<file path="config.mk">
export PLATFORM = sky130hd
export DESIGN_NAME = coulomb_accum
export DESIGN_NICKNAME = d
export VERILOG_FILES = /design/src/rtl/coulomb_pkg.sv /design/src/rtl/coulomb_offset_cal.sv /design/src/rtl/coulomb_sat_acc.sv /design/src/rtl/coulomb_accum.sv
export SDC_FILE = /design/constraint.sdc
export NUM_CORES = 1
export LEC_CHECK = 0
export ABC_AREA = 1
export BUFFER_PORTS_ARGS = -buffer_cell sky130_fd_sc_hd__buf_2
export CORE_MARGIN = 2
export CORE_UTILIZATION = 40
export DETAILED_ROUTE_END_ITERATION = 6
export PLACE_DENSITY = 0.56
export SLEW_MARGIN = 20
export SYNTH_ARGS = -nofsm -noshare
export SYNTH_HDL_FRONTEND = slang
export SYNTH_SLANG_ARGS = --single-unit
</file>
<file path="constraint.sdc">
create_clock -name clk -period 6.75 [get_ports clk]
set_clock_uncertainty 0.15 [all_clocks]
set_input_delay 0.675 -clock clk [delete_from_list [all_inputs] [get_ports clk]]
set_output_delay 0.675 -clock clk [all_outputs]
set_load 0.03 [all_outputs]
</file>
<file path="src/rtl/coulomb_pkg.sv">
package coulomb_pkg;
  typedef enum logic {
    CAL_IDLE = 1'b0,
    CAL_RUN  = 1'b1
  } cal_state_e;
endpackage

</file>
<file path="src/rtl/coulomb_offset_cal.sv">
module coulomb_offset_cal
  import coulomb_pkg::*;
#(
  parameter int SMP_W    = 16,
  parameter int CAL_LOG2 = 4
) (
  input  logic             clk,
  input  logic             rst,
  input  logic             start,
  input  logic             smp_vld,
  input  logic [SMP_W-1:0] smp,
  output logic             busy,
  output logic [SMP_W-1:0] offset
);
  localparam int SUM_W = SMP_W + CAL_LOG2;

  cal_state_e              st;
  logic [CAL_LOG2-1:0]     cnt;
  logic signed [SUM_W-1:0] sum;
  logic signed [SUM_W-1:0] sum_nxt;
  logic signed [SUM_W-1:0] avg;

  // sign-extend the reading and add it to the window sum
  assign sum_nxt = sum + $signed({{CAL_LOG2{smp[SMP_W-1]}}, smp});
  // arithmetic shift gives the floor of the mean
  assign avg     = sum_nxt >>> CAL_LOG2;
  assign busy    = (st == CAL_RUN);

  always_ff @(posedge clk) begin
    if (rst) begin
      st     <= CAL_IDLE;
      cnt    <= '0;
      sum    <= '0;
      offset <= '0;
    end else begin
      unique case (st)
        CAL_IDLE: begin
          if (start) begin
            st  <= CAL_RUN;
            cnt <= '0;
            sum <= '0;
          end
        end
        CAL_RUN: begin
          if (smp_vld) begin
            cnt <= cnt + 1'b1;
            sum <= sum_nxt;
            if (&cnt) begin
              offset <= avg[SMP_W-1:0];
              st     <= CAL_IDLE;
            end
          end
        end
        default: st <= CAL_IDLE;
      endcase
    end
  end
endmodule

</file>
<file path="src/rtl/coulomb_sat_acc.sv">
module coulomb_sat_acc #(
  parameter int ACC_W      = 40,
  parameter int IN_W       = 17,
  parameter bit SIGNED_ACC = 1'b1
) (
  input  logic             clk,
  input  logic             rst,
  input  logic             clr,
  input  logic             en,
  input  logic [IN_W-1:0]  delta,
  output logic [ACC_W-1:0] acc
);
  localparam int EXT_W = ACC_W + 1 - IN_W;

  logic [ACC_W-1:0] nxt;

  generate
    if (SIGNED_ACC) begin : g_signed
      logic signed [ACC_W:0] ext_sum;
      logic                  ovf;
      assign ext_sum = $signed({acc[ACC_W-1], acc})
                     + $signed({{EXT_W{delta[IN_W-1]}}, delta});
      assign ovf     = ext_sum[ACC_W] ^ ext_sum[ACC_W-1];
      always_comb begin
        if (!ovf)
          nxt = ext_sum[ACC_W-1:0];
        else if (ext_sum[ACC_W])
          nxt = {1'b1, {(ACC_W-1){1'b0}}};
        else
          nxt = {1'b0, {(ACC_W-1){1'b1}}};
      end
    end else begin : g_unsigned
      logic [ACC_W:0] u_sum;
      assign u_sum = {1'b0, acc} + {{EXT_W{1'b0}}, delta};
      assign nxt   = u_sum[ACC_W] ? {ACC_W{1'b1}} : u_sum[ACC_W-1:0];
    end
  endgenerate

  always_ff @(posedge clk) begin
    if (rst || clr)
      acc <= '0;
    else if (en)
      acc <= nxt;
  end
endmodule

</file>
<file path="src/rtl/coulomb_accum.sv">
module coulomb_accum #(
  parameter int SMP_W    = 16,
  parameter int ACC_W    = 40,
  parameter int CAL_LOG2 = 4
) (
  input  logic             clk,
  input  logic             rst,
  input  logic             smp_vld,
  input  logic [SMP_W-1:0] smp_data,
  input  logic             cal_start,
  input  logic             clr,
  output logic [ACC_W-1:0] net_q,
  output logic [ACC_W-1:0] chg_q,
  output logic [ACC_W-1:0] dsg_q,
  output logic             chg_act,
  output logic             dsg_act,
  output logic [SMP_W-1:0] offset
);
  localparam int CORR_W = SMP_W + 1;

  logic              cal_busy;
  logic [CORR_W-1:0] corr;
  logic [CORR_W-1:0] mag;
  logic              is_pos;
  logic              is_neg;
  logic              acc_en;

  coulomb_offset_cal #(
    .SMP_W   (SMP_W),
    .CAL_LOG2(CAL_LOG2)
  ) u_cal (
    .clk    (clk),
    .rst    (rst),
    .start  (cal_start),
    .smp_vld(smp_vld),
    .smp    (smp_data),
    .busy   (cal_busy),
    .offset (offset)
  );

  // offset-corrected reading, one bit wider than the input
  assign corr   = {smp_data[SMP_W-1], smp_data} - {offset[SMP_W-1], offset};
  assign is_neg = corr[CORR_W-1];
  assign is_pos = !corr[CORR_W-1] && (|corr);
  assign mag    = is_neg ? (~corr + 1'b1) : corr;
  assign acc_en = smp_vld && !cal_busy && !clr;

  coulomb_sat_acc #(.ACC_W(ACC_W), .IN_W(CORR_W), .SIGNED_ACC(1'b1)) u_net (
    .clk(clk), .rst(rst), .clr(clr), .en(acc_en), .delta(corr), .acc(net_q)
  );

  coulomb_sat_acc #(.ACC_W(ACC_W), .IN_W(CORR_W), .SIGNED_ACC(1'b0)) u_chg (
    .clk(clk), .rst(rst), .clr(clr), .en(acc_en && is_pos), .delta(mag), .acc(chg_q)
  );

  coulomb_sat_acc #(.ACC_W(ACC_W), .IN_W(CORR_W), .SIGNED_ACC(1'b0)) u_dsg (
    .clk(clk), .rst(rst), .clr(clr), .en(acc_en && is_neg), .delta(mag), .acc(dsg_q)
  );

  always_ff @(posedge clk) begin
    if (rst || clr) begin
      chg_act <= 1'b0;
      dsg_act <= 1'b0;
    end else if (acc_en) begin
      chg_act <= is_pos;
      dsg_act <= is_neg;
    end
  end
endmodule

</file>
==> results of run 1 <==
-- worst max-delay path by stage --
stage,start,endpoint,slack [ns],cells past startpoint
2_1_floorplan,smp_data[0],u_dsg.acc[38],1.49,26
3_3_place_gp,smp_data[0],u_chg.acc[6],0.94,27
3_5_place_dp,smp_data[0],u_chg.acc[8],0.88,27
4_1_cts,u_cal.offset[0],u_chg.acc[8],1.35,25
5_1_grt,u_cal.offset[0],u_chg.acc[19],0.84,25
6_report,u_cal.offset[0],u_chg.acc[6],1.34,25
-- power by group --
part,internal (mW),switching (mW)
clock,0.592,0.465
combinational,0.250,0.544
sequential,0.984,0.0249
total,1.83,1.03
-- sequential cells by signal, indices dropped and copies added, names as in the netlist --
name / count
chg_act: 1
u_cal.cnt: 4
u_dsg.acc: 40
dsg_act: 1
u_chg.acc: 40
u_net.acc: 40
u_cal.offset: 16
u_cal.sum: 20
u_cal.busy: 1
-- cells in the final DEF, fill, tap and decap left out, drive strengths merged, types with 22 or more instances in the layout --
master  Yosys  routed
nand2     814     814
nor2      303     303
xor2       69      69
xnor2      22      22
nor3       34      34
nand4      30      30
dfxtp     163     163
a21oi     271     271
o21ai     153     153
nand3     199     199
ha        113     113
buf        29     174
inv       307     308
-- tightest hold or removal path, stage by stage, from the launching register on --
cell     delay (ns)
dfxtp_1        0.32
nand2_1        0.06
a21oi_1        0.05
-- metrics by stage --
stage	instances	setup slack [ns]	utilization (%)	total power [mW]	hold WS [ns]
2_1_floorplan	2618	1.49	-	1.61	0.295
3_3_place_gp	3237	0.941	43.9	1.82	0.301
3_5_place_dp	3237	0.880	43.9	1.82	0.314
4_1_cts	3269	1.35	45.5	2.88	0.325
5_1_grt	3269	0.839	45.5	3.02	0.349
6_report	3269	1.34	45.5	2.86	0.322
-- metal layers --
layer / wire [um] / track usage (%) / vias to the layer above
met5: 0 / 0 / -
met2: 23400 / 42.9 / 407
met4: 1090 / 7.82 / 0
met3: 2170 / 3.05 / 66
li1: - / - / 8752
met1: 25000 / 36.1 / 7607
-- final cells by class --
| type | instances | area, sq um |
|---|---|---|
| tap | 511 | 639 |
| timing repair buffer | 174 | 911 |
| multi-input combinational | 2081 | 10600 |
| inverter | 308 | 1160 |
| clock inverter | 12 | 156 |
| sequential | 163 | 3260 |
| clock buffer | 20 | 447 |
| fill | 4217 | 20500 |
-- logic make-up after synthesis --
family / synth area share [%]
AND/OR/NAND/NOR: 37.7
flip-flops: 21.4
AO/OA/AOI/OAI: 16.2
adder cells (fa/ha/maj): 9.91
buffers and inverters: 9.59
XOR/XNOR: 5.22
==> flow_metrics.tcl, run 1 <==
set metrics [dict create \
    vias 16832 \
    drt_iter0_drc 974 \
    min_to "u_cal.sum[18]" \
    period_minus_slack_ns 5.41 \
    first_pass_iters 7 \
    relSlewSlack_pct 37.3 \
    yosysMostFrequentCell "nand2_1" \
    clkTransAtPathRegs_ns 0.08 \
    min_path_type "reg2reg" \
    fmax_mhz 185 \
    dieArea_sq_mm 0.0398 \
    r2r_cells 25 \
    cp_max_fo 23 \
    worstMarginPinSlew_ns 0.941 \
    yosysSeqAreaShare_pct 21.4 \
    cp_num_buf_inv 4 \
    placed_area_sq_mm 0.0165 \
    ys_types 42 \
    cts_setup_buffers 0 \
    design.core.area_sq_mm 0.0377 \
    portBuffers 158 \
    globalplace.congestion 0.946 \
    maxSlewViolCount 0 \
    powerDensity_mw_per_mm2 167 \
    setup_tns_ns 0 \
    die_w_um 199 \
    clkSinkCount 163 \
    path_class "reg2reg" \
    finalInstanceArea_sq_mm 0.0171 \
    initial_utilization_pct 40.6 \
    cts_tree "yes" \
    syn_area_per_cell_sq_um 5.84 \
    wl_per_cell_um 15.8 \
    ir_worst_vdd_uv 206 \
    synth-warning-count 0 \
    cp_top_family "simple AND/OR/NAND/NOR gates" \
    grt_use_total_pct 26.2 \
    synth_area_leader_cell "dfxtp_1" \
    violations "design-rule violations" \
    synth_common_cells "nand2_1, inv_1, nor2_1, a21oi_1, nand3_1" \
    r2r-start "u_cal.offset[0]" \
    die_y_um 199 \
    ant_nets 0 \
    grt-ovfl-total 0 \
    cts_buffer_depth 2 \
    cpMostUsedCell "nand2_1" \
    synth_area_leaders "dfxtp_1, nand2_1, ha_1" \
    io_pins 159 \
    timing.rr.end "u_chg.acc[6]" \
    cp_slowest_cell "o21ai_0" \
    drc 1 \
    clk_latency_ns 0.47 \
    crit_required_ns 6.97 \
    antenna_found_initial 0 \
    grt_pass1_wl_um 82300 \
    setup_viol 0 \
    syn-num-nets 2757 \
    startpoint_type "flop" \
    drive_above_1_share_pct 8.34 \
    whs_path_depth 2 \
    rsz0062_at_grt "false" \
    power_leakage_nw 8.61 \
    netlist.area_leader.share_pct 21.4 \
    fin_nets 2884 \
    ys_ff_latch 163 \
    synth_ff_type "dfxtp_1" \
    root_buffer "clkbuf_16" \
    synth_edf_count 0 \
    areaGrowthSynthToFinish_pct 12.2 \
    syn_area_sq_mm 0.0153 \
    ctsHoldBuffers 0 \
    end_kind "flop" \
    timing.final.crit_share_pct 80.2 \
    syn_inst 2618 \
    worstHoldStart "u_cal.sum[18]" \
    cts_resized 0 \
    wl_um 51600 \
    cp_data_arrival_time_ns 5.63 \
    r2r_slack_ns 1.34 \
    cts_buffers 17 \
    status "complete, but fails checks" \
    grt_start_max_net_pins 85 \
    drv_cap 0 \
    rows 71 \
    vias_per_cell 5.15 \
    first_global_vias 15493 \
    htree_levels 4 \
    hpwl_um 40900 \
    ys_async_sr_fraction_pct 0 \
    hold_violations 0 \
    max_stage_delay_ns 0.56 \
    num_antenna_cells 0 \
]
No activity file was read; power rests on OpenSTA's default activity.
==> run 2: changes to the inputs <==
- ABC_AREA: 1 -> 0
- PLACE_DENSITY: 0.56 -> 0.57
- clock period: 6.75 -> 5.6 ns (I/O delays scaled with it)
==> run 2 against run 1 <==
  * Setup slack lost 1.1 ns
  * Clock power grew 13%
  * The flow now finishes without violations
  * Sequential power grew 19%
  * Combinational power grew 21%
  * First-iteration DRC count shrank 29%
  * Register-to-register slack lost 1.1 ns
  * Final area shrank 11%
==> flow_metrics.tcl, run 2 <==
set metrics [dict create \
    status "complete, no violations" \
    synth_ff_type "dfxtp_1" \
    wl_per_cell_um 17.2 \
    relSlewSlack_pct 29.5 \
    rsz0062_at_grt "false" \
    end_kind "flop" \
    grt-ovfl-total 0 \
    cts_tree "yes" \
    cp_max_fo 15 \
    root_buffer "clkbuf_16" \
    instances_no_fill 2163 \
    placed_area_sq_mm 0.0145 \
    ys_types 81 \
    yosysSeqAreaShare_pct 27.1 \
    setup_viol 0 \
    power_leakage_nw 7.16 \
    preCtsSetupSlack_ns -0.211 \
    portBuffers 158 \
    die_y_um 177 \
    multi_input_area_sq_mm 0.00856 \
    seq_area_sq_mm 0.00326 \
    vias_per_cell 5.61 \
    grt_pass1_wl_um 59100 \
    power.total_mw 3.37 \
    globalplace.congestion 0.901 \
    first_pass_iters 5 \
    fmax_mhz 187 \
    clkTransAtPathRegs_ns 0.07 \
    grt_start_max_net_pins 55 \
    syn_area_per_cell_sq_um 8.23 \
    antenna_found_initial 0 \
    worst_slack_ns 0.241 \
    io_pins 159 \
    drive_above_1_share_pct 25.5 \
    synth-warning-count 0 \
    startpoint_type "flop" \
    fin_nets 1900 \
    ys_ff_latch 163 \
    synth_edf_count 0 \
    drt_iter0_drc 690 \
    cts_buffer_depth 2 \
    synth_area_leader_cell "dfxtp_1" \
    vias 12130 \
    grt_use_total_pct 23.3 \
    synth_area_leaders "dfxtp_1, ha_1, xnor2_1" \
    drv_cap 0 \
    reg_top3 "u_chg.acc (40), u_dsg.acc (40), u_net.acc (40)" \
    cp_data_arrival_time_ns 5.58 \
    utilization_pct 51.7 \
    drc 0 \
    areaGrowthSynthToFinish_pct 27.5 \
    ys_async_sr_fraction_pct 0 \
    first_global_vias 11362 \
    die_w_um 177 \
    hold_violations 0 \
    synth_common_cells "dfxtp_1, nor2_1, a21oi_1, ha_1, nand2_1" \
    worstMarginPinSlew_ns 1.06 \
    netlist.area_leader.share_pct 27.1 \
    r2r_cells 22 \
    final.fill_count 2880 \
    yosysMostFrequentCell "dfxtp_1" \
    clkSinkCount 163 \
    crit_required_ns 5.82 \
    powerDensity_mw_per_mm2 220 \
    path_class "reg2reg" \
    wl_um 37200 \
    htree_levels 4 \
    clk_latency_ns 0.45 \
    final_cell_mix "buf_4, dfxtp_1, buf_2, nor2_1, a21oi_1" \
    initial_utilization_pct 40.6 \
    rows 63 \
    whs_path_depth 3 \
    timing.final.crit_share_pct 95.7 \
    ctsHoldBuffers 0 \
    design.core.area_sq_mm 0.0296 \
    dieArea_sq_mm 0.0315 \
    min_path_type "in2reg" \
    dp.cells 2128 \
    syn-num-nets 1601 \
    final_common_cell "buf_4" \
    finalInstanceArea_sq_mm 0.0153 \
    timing.rr.end "u_chg.acc[25]" \
    syn_inst 1462 \
    r2r_slack_ns 0.24 \
    hpwl_um 28100 \
    maxSlewViolCount 0 \
    min_to "u_cal.busy" \
    ant_nets 0 \
    r2r-start "u_cal.offset[2]" \
    worstHoldStart "cal_start" \
    period_minus_slack_ns 5.36 \
    num_antenna_cells 0 \
    ir_worst_vdd_uv 210 \
    cts_buffers 17 \
    syn_area_sq_mm 0.0120 \
]
## run 2: worst max-delay path by stage
| stage | startpoint | end | slack [ns] | depth (start not counted) |
|---|---|---|---|---|
| 6_report | u_cal.offset[2] | u_chg.acc[25] | 0.24 | 22 |
| 5_1_grt | u_cal.offset[2] | u_chg.acc[23] | 0.01 | 22 |
| 4_1_cts | u_cal.offset[5] | u_dsg.acc[6] | 0.06 | 21 |
| 3_5_place_dp | smp_data[0] | u_net.acc[21] | -0.21 | 23 |
| 3_3_place_gp | smp_data[5] | u_dsg.acc[33] | -0.10 | 23 |
| 2_1_floorplan | smp_data[0] | u_net.acc[27] | -0.1 | 22 |
## run 2: critical path, stage by stage, from the launching register on
cell and delay, ns:
dfxtp_1 0.37, inv_1 0.06, ha_1 0.34, nor2b_4 0.16
o31ai_4 0.25, a21boi_2 0.11, or3_4 0.35, a2111oi_4 0.43
buf_4 0.20, nand2_1 0.04, or4_1 0.56, buf_4 0.18
nor4_1 0.29, buf_4 0.20, ha_1 0.16, buf_4 0.13
nor2_1 0.04, nor2_2 0.19, o2111a_1 0.29, buf_4 0.26
a21oi_1 0.07, or3_1 0.31, a22oi_1 0.15
## run 2: layout make-up
cell class	instances	area share, %
inverters	60	1.49
clock inverters	14	1.01
repair buffers	339	14.5
multi-input cells	1180	55.8
clock buffers	17	2.77
well taps	390	3.18
flip-flops and latches	163	21.3
## run 2: cells by family after synthesis
group	Yosys count	share of synthesized area, %
adder cells (fa/ha/maj)	121	12.8
flip-flops	163	27.1
AO/OA/AOI/OAI	503	29.6
AND/OR/NAND/NOR	433	17.4
XOR/XNOR	122	8.89
buffers and inverters	119	4.01
multiplexers	1	0.0832
## run 2: per-layer routing
layer | track usage, % | up-vias | routed length [um]
met4 | 6.01 | 0 | 643
li1 | - | 6042 | -
met3 | 3.71 | 35 | 1640
met2 | 38.5 | 297 | 17300
met5 | 0 | - | 0
met1 | 31.6 | 5756 | 17600
## run 2: what timing repair did
action,CTS,global route
resized for setup,0,48
setup endpoints to repair,0,92
setup buffers,0,4
## run 2: power by group
group / internal [mW] / switching (mW) / total, mW
clock network: 0.661 / 0.542 / 1.20
logic: 0.419 / 0.541 / 0.960
registers: 1.18 / 0.0204 / 1.20
## run 2: per-stage QoR
| stage | hold WS [ns] | TNS, ns |
|---|---|---|
| 2_1_floorplan | 0.320 | -2.97 |
| 3_3_place_gp | 0.303 | -3.74 |
| 3_5_place_dp | 0.301 | -11.06 |
| 4_1_cts | 0.287 | 0 |
| 5_1_grt | 0.301 | 0 |
| 6_report | 0.304 | 0 |
